File: src/rtl/dbgcap_pkg.sv
package dbgcap_pkg;
  localparam int unsigned OFS_LOCK    = 12'h300;
  localparam int unsigned OFS_PWRCTL  = 12'h310;
  localparam int unsigned OFS_PWRSTAT = 12'h314;
  localparam int unsigned OFS_PCLO    = 12'h0A0;
  localparam int unsigned OFS_CTXID   = 12'h0A4;
  localparam int unsigned OFS_VMST    = 12'h0A8;
  localparam int unsigned OFS_PCHI    = 12'h0AC;

  localparam int unsigned BIT_POWERED = 0;
  localparam int unsigned BIT_DLOCK   = 6;
  localparam int unsigned BIT_PUREQ   = 3;
  localparam int unsigned BIT_NOPD    = 0;

  typedef enum logic [3:0] {
    ST_IDLE, ST_UNLOCK, ST_SAVE, ST_PUREQ_RD, ST_PUREQ_WR, ST_POLL_RD,
    ST_POLL_WAIT, ST_NPD_RD, ST_NPD_WR, ST_STAT_RD, ST_PC_RD, ST_HI_RD,
    ST_CTX_RD, ST_VM_RD, ST_RESTORE
  } seq_state_t;
endpackage

File: src/rtl/dbgcap_bus_port.sv
module dbgcap_bus_port #(
  parameter int ADDR_W = 12,
  parameter int DATA_W = 32
) (
  input  logic              clk,
  input  logic              rst,
  input  logic              start,
  input  logic              op_wr,
  input  logic [ADDR_W-1:0] op_addr,
  input  logic [DATA_W-1:0] op_wdata,
  output logic              req_valid,
  output logic              req_write,
  output logic [ADDR_W-1:0] req_addr,
  output logic [DATA_W-1:0] req_wdata,
  input  logic              req_ready,
  input  logic              rsp_valid,
  input  logic [DATA_W-1:0] rsp_rdata,
  output logic              xfer_done,
  output logic [DATA_W-1:0] xfer_rdata
);
  logic pend;

  always_ff @(posedge clk) begin
    if (rst) begin
      req_valid <= 1'b0;
      req_write <= 1'b0;
      req_addr  <= '0;
      req_wdata <= '0;
      pend      <= 1'b0;
    end else begin
      if (start) begin
        req_valid <= 1'b1;
        req_write <= op_wr;
        req_addr  <= op_addr;
        req_wdata <= op_wdata;
      end else if (req_valid && req_ready) begin
        req_valid <= 1'b0;
      end
      if (req_valid && req_ready) pend <= 1'b1;
      else if (rsp_valid && pend) pend <= 1'b0;
    end
  end

  assign xfer_done  = rsp_valid && pend;
  assign xfer_rdata = rsp_rdata;
endmodule

File: src/rtl/dbgcap_poll_timer.sv
module dbgcap_poll_timer #(
  parameter int POLL_INTERVAL = 1000,
  parameter int POLL_LIMIT    = 32000
) (
  input  logic clk,
  input  logic rst,
  input  logic clr,
  input  logic start,
  output logic tick,
  output logic exhausted
);
  localparam int MAX_WAITS = POLL_LIMIT / POLL_INTERVAL;
  localparam int CW = $clog2(POLL_INTERVAL + 1);
  localparam int WW = $clog2(MAX_WAITS + 1);

  logic [CW-1:0] cnt;
  logic [WW-1:0] waits;
  logic          run;

  assign tick      = run && (cnt == CW'(POLL_INTERVAL - 1));
  assign exhausted = (waits == WW'(MAX_WAITS));

  always_ff @(posedge clk) begin
    if (rst || clr) begin
      cnt   <= '0;
      waits <= '0;
      run   <= 1'b0;
    end else if (start) begin
      cnt <= '0;
      run <= 1'b1;
    end else if (run) begin
      if (tick) begin
        run   <= 1'b0;
        waits <= waits + 1'b1;
      end else begin
        cnt <= cnt + 1'b1;
      end
    end
  end
endmodule

File: src/rtl/dbgcap_seq.sv
module dbgcap_seq
  import dbgcap_pkg::*;
#(
  parameter int ADDR_W        = 12,
  parameter int DATA_W        = 32,
  parameter int POLL_INTERVAL = 1000,
  parameter int POLL_LIMIT    = 32000,
  parameter bit WIDE_PC       = 1'b1
) (
  input  logic              clk,
  input  logic              rst,
  input  logic              trigger,
  input  logic [1:0]        feat_level,
  output logic              req_valid,
  output logic              req_write,
  output logic [ADDR_W-1:0] req_addr,
  output logic [DATA_W-1:0] req_wdata,
  input  logic              req_ready,
  input  logic              rsp_valid,
  input  logic [DATA_W-1:0] rsp_rdata,
  output logic              busy,
  output logic              done,
  output logic              pwr_fail,
  output logic              no_access,
  output logic              prohibited,
  output logic [DATA_W-1:0] pc_lo,
  output logic [DATA_W-1:0] pc_hi,
  output logic [DATA_W-1:0] ctx_id,
  output logic [DATA_W-1:0] vm_state,
  output logic [DATA_W-1:0] stat_word
);
  localparam logic [ADDR_W-1:0] A_LOCK = ADDR_W'(OFS_LOCK);
  localparam logic [ADDR_W-1:0] A_CTL  = ADDR_W'(OFS_PWRCTL);
  localparam logic [ADDR_W-1:0] A_STAT = ADDR_W'(OFS_PWRSTAT);
  localparam logic [ADDR_W-1:0] A_PCLO = ADDR_W'(OFS_PCLO);
  localparam logic [ADDR_W-1:0] A_PCHI = ADDR_W'(OFS_PCHI);
  localparam logic [ADDR_W-1:0] A_CTX  = ADDR_W'(OFS_CTXID);
  localparam logic [ADDR_W-1:0] A_VM   = ADDR_W'(OFS_VMST);
  localparam logic [DATA_W-1:0] M_PUREQ = DATA_W'(1) << BIT_PUREQ;
  localparam logic [DATA_W-1:0] M_NOPD  = DATA_W'(1) << BIT_NOPD;

  seq_state_t        state, after_pc, after_hi;
  logic              issued, start, op_bus, op_wr;
  logic [ADDR_W-1:0] op_addr;
  logic [DATA_W-1:0] op_wdata, saved, tmp, rdata;
  logic              xfer_done, tick, exhausted, t_clr, t_start;
  logic [1:0]        feat_q;

  always_comb after_hi = (feat_q >= 2'd2) ? ST_CTX_RD : ST_RESTORE;

  generate
    if (WIDE_PC) begin : g_wide
      assign after_pc = ST_HI_RD;
    end else begin : g_narrow
      assign after_pc = after_hi;
    end
  endgenerate

  always_comb begin
    op_bus   = 1'b1;
    op_wr    = 1'b0;
    op_addr  = A_CTL;
    op_wdata = '0;
    case (state)
      ST_UNLOCK:   begin op_wr = 1'b1; op_addr = A_LOCK; end
      ST_SAVE, ST_PUREQ_RD, ST_NPD_RD: op_addr = A_CTL;
      ST_PUREQ_WR: begin op_wr = 1'b1; op_wdata = tmp | M_PUREQ; end
      ST_NPD_WR:   begin op_wr = 1'b1; op_wdata = tmp | M_PUREQ | M_NOPD; end
      ST_POLL_RD, ST_STAT_RD: op_addr = A_STAT;
      ST_PC_RD:    op_addr = A_PCLO;
      ST_HI_RD:    op_addr = A_PCHI;
      ST_CTX_RD:   op_addr = A_CTX;
      ST_VM_RD:    op_addr = A_VM;
      ST_RESTORE:  begin op_wr = 1'b1; op_wdata = saved; end
      default:     op_bus = 1'b0;
    endcase
  end

  assign start   = op_bus && !issued;
  assign t_clr   = (state == ST_PUREQ_WR) && xfer_done;
  assign t_start = (state == ST_POLL_RD) && xfer_done && !rdata[BIT_POWERED] && !exhausted;

  dbgcap_bus_port #(.ADDR_W(ADDR_W), .DATA_W(DATA_W)) u_port (
    .clk(clk), .rst(rst), .start(start), .op_wr(op_wr), .op_addr(op_addr),
    .op_wdata(op_wdata), .req_valid(req_valid), .req_write(req_write),
    .req_addr(req_addr), .req_wdata(req_wdata), .req_ready(req_ready),
    .rsp_valid(rsp_valid), .rsp_rdata(rsp_rdata), .xfer_done(xfer_done),
    .xfer_rdata(rdata)
  );

  dbgcap_poll_timer #(.POLL_INTERVAL(POLL_INTERVAL), .POLL_LIMIT(POLL_LIMIT)) u_timer (
    .clk(clk), .rst(rst), .clr(t_clr), .start(t_start), .tick(tick),
    .exhausted(exhausted)
  );

  always_ff @(posedge clk) begin
    if (rst) begin
      state <= ST_IDLE; issued <= 1'b0; busy <= 1'b0; done <= 1'b0;
      pwr_fail <= 1'b0; no_access <= 1'b0; prohibited <= 1'b0;
      pc_lo <= '0; pc_hi <= '0; ctx_id <= '0; vm_state <= '0; stat_word <= '0;
      saved <= '0; tmp <= '0; feat_q <= '0;
    end else begin
      done <= 1'b0;
      if (start) issued <= 1'b1;
      if (state == ST_IDLE) begin
        if (trigger) begin
          busy <= 1'b1; feat_q <= feat_level; state <= ST_UNLOCK;
          pwr_fail <= 1'b0; no_access <= 1'b0; prohibited <= 1'b0;
          pc_lo <= '0; pc_hi <= '0; ctx_id <= '0; vm_state <= '0; stat_word <= '0;
        end
      end else if (state == ST_POLL_WAIT) begin
        if (tick) state <= ST_POLL_RD;
      end else if (xfer_done) begin
        issued <= 1'b0;
        case (state)
          ST_UNLOCK:   state <= ST_SAVE;
          ST_SAVE:     begin saved <= rdata; state <= ST_PUREQ_RD; end
          ST_PUREQ_RD: begin tmp <= rdata; state <= ST_PUREQ_WR; end
          ST_PUREQ_WR: state <= ST_POLL_RD;
          ST_POLL_RD: begin
            stat_word <= rdata;
            if (rdata[BIT_POWERED]) state <= ST_NPD_RD;
            else if (exhausted) begin
              pwr_fail <= 1'b1; no_access <= 1'b1; state <= ST_RESTORE;
            end else state <= ST_POLL_WAIT;
          end
          ST_NPD_RD:   begin tmp <= rdata; state <= ST_NPD_WR; end
          ST_NPD_WR:   state <= ST_STAT_RD;
          ST_STAT_RD: begin
            stat_word <= rdata;
            if (!rdata[BIT_POWERED]) state <= ST_PUREQ_RD;
            else if (rdata[BIT_DLOCK]) begin
              no_access <= 1'b1; state <= ST_RESTORE;
            end else state <= ST_PC_RD;
          end
          ST_PC_RD: begin
            pc_lo <= rdata;
            if (rdata == '1) begin prohibited <= 1'b1; state <= ST_RESTORE; end
            else state <= after_pc;
          end
          ST_HI_RD:  begin pc_hi <= rdata; state <= after_hi; end
          ST_CTX_RD: begin
            ctx_id <= rdata;
            state  <= (feat_q == 2'd3) ? ST_VM_RD : ST_RESTORE;
          end
          ST_VM_RD:  begin vm_state <= rdata; state <= ST_RESTORE; end
          ST_RESTORE: begin done <= 1'b1; busy <= 1'b0; state <= ST_IDLE; end
          default:   state <= ST_IDLE;
        endcase
      end
    end
  end
endmodule

File: config.mk
export PLATFORM = sky130hd
export DESIGN_NAME = dbgcap_seq
export DESIGN_NICKNAME = d
export VERILOG_FILES = /design/src/rtl/dbgcap_pkg.sv /design/src/rtl/dbgcap_bus_port.sv /design/src/rtl/dbgcap_poll_timer.sv /design/src/rtl/dbgcap_seq.sv
export SDC_FILE = /design/constraint.sdc
export NUM_CORES = 1
export LEC_CHECK = 0
export ABC_AREA = 0
export CORE_ASPECT_RATIO = 1.4
export CORE_MARGIN = 2
export CORE_UTILIZATION = 40
export CTS_BUF_LIST = sky130_fd_sc_hd__clkbuf_8
export CTS_CLUSTER_DIAMETER = 40
export CTS_CLUSTER_SIZE = 25
export DETAILED_ROUTE_END_ITERATION = 12
export DONT_BUFFER_PORTS = 1
export PLACE_DENSITY = 0.53
export SYNTH_ARGS = -nofsm -noshare
export SYNTH_HDL_FRONTEND = slang
export SYNTH_SLANG_ARGS = --single-unit
File: constraint.sdc
create_clock -name clk -period 2 [get_ports clk]
set_clock_uncertainty 0.1 [all_clocks]
set_input_delay 0.6 -clock clk [delete_from_list [all_inputs] [get_ports clk]]
set_output_delay 0.6 -clock clk [all_outputs]
set_load 0.005 [all_outputs]
==> results.rst <==
.. list-table::
   :header-rows: 1

   * - Metric
     - Value
   * - Total wirelength of the detailed-routed design
     - 35.91 mm
   * - Depth of the worst register-to-register path
     - 9
   * - Post-synthesis register bit count
     - 292
   * - Global-route wire length before repair
     - 53.76 mm
   * - Total number of clock tree sinks
     - 292
   * - Final period utilization
     - 99.99%
   * - Fin Setup TNS
     - 0 ns
   * - Max VDD drop
     - 0.5877 mV
   * - PortBufs
     - 0
   * - Final RePlAce weighted congestion
     - between 0.8 and 0.9
   * - Area share of the largest cell type after synthesis
     - 51.02%
   * - Source of the worst hold timing path
     - rst
   * - Data arrival, critical path
     - 2.32 ns
   * - Required arrival time at the worst endpoint
     - 2.32 ns
   * - Synth Cell Area
     - about 0.011 mm^2
   * - Dominant delay contributor by cell family on the critical path
     - buffers and inverters
   * - Number of placed I/O pins
     - 250
   * - Width of the die
     - 147.0 um
   * - Crit path cell chain
     - buf_4 -> buf_12 -> nor4b_2 -> a41oi_1 -> nor2_4 -> buf_12 -> clkbuf_16 -> mux2i_1 -> nor2_1
   * - Period minus WS final
     - 2.000 ns
   * - Hold violation count in the final report
     - 0
   * - Most common cell type on the critical path
     - buf_12
   * - Initial standard-cell utilization of the core
     - 40.47%
   * - Maximum number of pins on one net before global-route repair
     - 276
   * - Number of cell rows
     - 73
   * - Core ar.
     - 0.02831 mm^2
   * - Overall die height
     - 204.3 um
   * - Share of the yosys chip area belonging to registers
     - 51.02%
   * - CP Launch Type
     - flop
   * - Count leader, synth
     - nand2_1
   * - Global route total overflow
     - 0
   * - Register clock-pin slew on the reported worst setup and hold paths
     - 0.09 ns
   * - Global-route usage over all layers
     - about 23%
   * - Setup repair after global routing missed its margin
     - true
   * - Avg Vias per Cell
     - 5.277
   * - Average wire per cell in the routed design
     - 19.95 um
   * - Fin nets
     - 1441
   * - EDFF count, synth
     - 0
   * - Beginning of the worst register-to-register path
     - state[0]
   * - Worst reg2reg endpoint
     - pc_hi[7]
   * - Via count of the first global-routing pass
     - 8936
   * - Count of fill cells added during filler insertion
     - 2804
   * - Max-slew violation count
     - 0
   * - Critical Path End Type
     - flop
   * - Library cells used by synthesis
     - 64
   * - Most used standard cells in the synthesized netlist
     - nand2_1, dfxtp_1, a21oi_1
   * - Min-Delay Path Depth
     - 1
   * - Startpoint-to-endpoint class of the critical path
     - flop to flop
   * - DP HPWL
     - 24.08 mm
   * - Clock tree buffer depth
     - 3
   * - Critical path fanouts, max
     - 9
   * - Fraction of final layout cells with drive strength greater than 1
     - 13.75%
   * - Worst min-delay path class
     - primary input to flop
   * - Cell with the largest stage delay on the worst path
     - dfxtp_2
   * - End of the worst hold path
     - ctx_id[3]
   * - Areal power density over the cells
     - 1056 mW/mm^2
   * - Slew margin rel.
     - 45.98%
   * - Number of buffers and inverters on the critical path
     - 4
   * - TritonCTS clock tree
     - done
   * - Total die area
     - between 0.03 and 0.04 mm^2
   * - Drt initial violations
     - 460
   * - Count of maximum capacitance violations
     - 0
   * - Final antenna diode count
     - 0
   * - Total number of vias
     - 9499
   * - Worst skew pair latency
     - roughly 0.56 ns
   * - Antenna viol nets, final
     - 0
   * - Outcome
     - finished clean
   * - Area grow syn2layout
     - 17.74%
   * - DRT Pass-1 Iters
     - 5
   * - Maximum clock frequency
     - about 500 MHz
   * - Transition time at the pin with the least slew margin
     - 0.8086 ns
   * - Number of antenna violations at the first check in global routing
     - 0
   * - Remaining DRCs
     - 0
   * - Static leakage
     - 0.004834 uW
   * - Cts bufs inserted
     - 36
   * - Final core utilization
     - 47.65%
   * - Crit path largest cell delay
     - ~0.36 ns
   * - Cell taking the most area after synthesis
     - dfxtp_1
   * - Most used flip-flop cell after synthesis
     - dfxtp_1
   * - Main area contributors after synthesis
     - dfxtp_1, nand2_1, a21oi_1, mux2i_1, nor2_1
   * - Share of synthesized registers carrying an async set or reset
     - 0%
   * - Worst reg2reg setup slack
     - 0.0002 ns
   * - Syn Inst Count
     - 1375
   * - YS warnings
     - 0
   * - Syn_area_per_cell
     - about 8.3 um^2
   * - Clock root buffer
     - clkbuf_8
   * - H-tree Lvls
     - 2
   * - Endpoints failing setup
     - 0
==> layout by cell type (no fill, tap or decap), drive strengths merged, types with 12 or more instances in the layout <==
master	Yosys	routed
nor2b	40	40
nand4	12	12
inv	5	15
clkbuf	57	44
buf	56	88
a221oi	30	30
nor2	129	129
a21oi	188	188
dfxtp	292	292
nand2	343	343
mux2i	68	68
nand3	14	14
nor3	46	46
==> per-layer routing <==
metal	part of all wire, %	wire (um)	track usage [%]	up-vias
met2	48	17210	37.37	298
li1	-	-	-	4666
met1	40	14400	27.87	4462
met3	8.8	3160	7.924	73
met5	0	0	0	-
met4	3.2	1135	8.173	0
==> where the power goes <==
part,switching [uW],internal [uW],total (uW)
sequential,382,6250,6630
combinational,1530,1140,2680
clock,2390,2550,4930
==> area by class of cell <==
cell class | count | area (um^2) | area share (%)
clock buffers | 39 | 536.8 | 3.978
clock inverters | 25 | 290.3 | 2.152
inverters | 5 | 18.77 | 0.1391
multi-input cells | 969 | 5226 | 38.74
flip-flops and latches | 292 | 5854 | 43.39
well taps | 375 | 469.2 | 3.478
repair buffers | 95 | 1096 | 8.124
==> worst max path at each step <==
| stage | startpoint | end | slack (ns) | cells past startpoint |
|---|---|---|---|---|
| 2_1_floorplan | rsp_valid | u_timer.waits[1] | -0.03 | 6 |
| 3_3_place_gp | state[2] | u_port.req_wdata[12] | -0.09 | 5 |
| 3_5_place_dp | state[2] | u_port.req_wdata[30] | -0.18 | 5 |
| 4_1_cts | state[2] | ctx_id[24] | 0.0001 | 8 |
| 5_1_grt | state[0] | pc_hi[7] | -0.02 | 9 |
| 6_report | state[0] | pc_hi[7] | 0.0002 | 9 |
==> registers in the layout, summed over array words and instances, names as in the netlist <==
name / count
ctx_id: 32
pc_hi: 32
pc_lo: 32
saved: 32
stat_word: 32
u_port.req_wdata: 32
vm_state: 32
tmp: 31
u_timer.cnt: 10
u_timer.waits: 6
u_port.req_addr: 5
state: 4
feat_q: 2
busy: 1
done: 1
issued: 1
no_access: 1
prohibited: 1
pwr_fail: 1
u_port.pend: 1
u_port.req_valid: 1
u_port.req_write: 1
u_timer.run: 1
==> logic make-up after synthesis <==
group	Yosys count	share of synthesized area (%)
AO/OA/AOI/OAI	260	13.34
multiplexers	69	6.038
buffers and inverters	118	4.881
other	1	0.03273
XOR/XNOR	11	0.8409
flip-flops	292	51.02
adder cells (fa/ha/maj)	3	0.3276
AND/OR/NAND/NOR	621	23.52
==> repair_timing <==
action / 4_1_cts / 5_1_grt
gates cloned: 0 / 5
hold buffers: 1 / 1
setup buffers: 0 / 3
gates resized for setup: 5 / 43
endpoints found under the setup margin: 117 / 172
pin swaps: 0 / 3
hold endpoints to repair: 2 / 2
==> per-stage QoR <==
stage	hold slack, ns	cells	total power [uW]	worst slack, ns	instance area, um^2
3_5_place_dp	0.3420	1726	9221	-0.1790	12300
2_1_floorplan	0.3361	1379	8249	-0.02968	11470
5_1_grt	0.0001188	1800	14940	-0.01813	13490
4_1_cts	0.0006260	1791	14180	0.0001381	13160
3_3_place_gp	0.3398	1726	9194	-0.09021	12300
6_report	0.01928	1800	14240	0.0002320	13490
No activity file was read; power rests on OpenSTA's default activity.
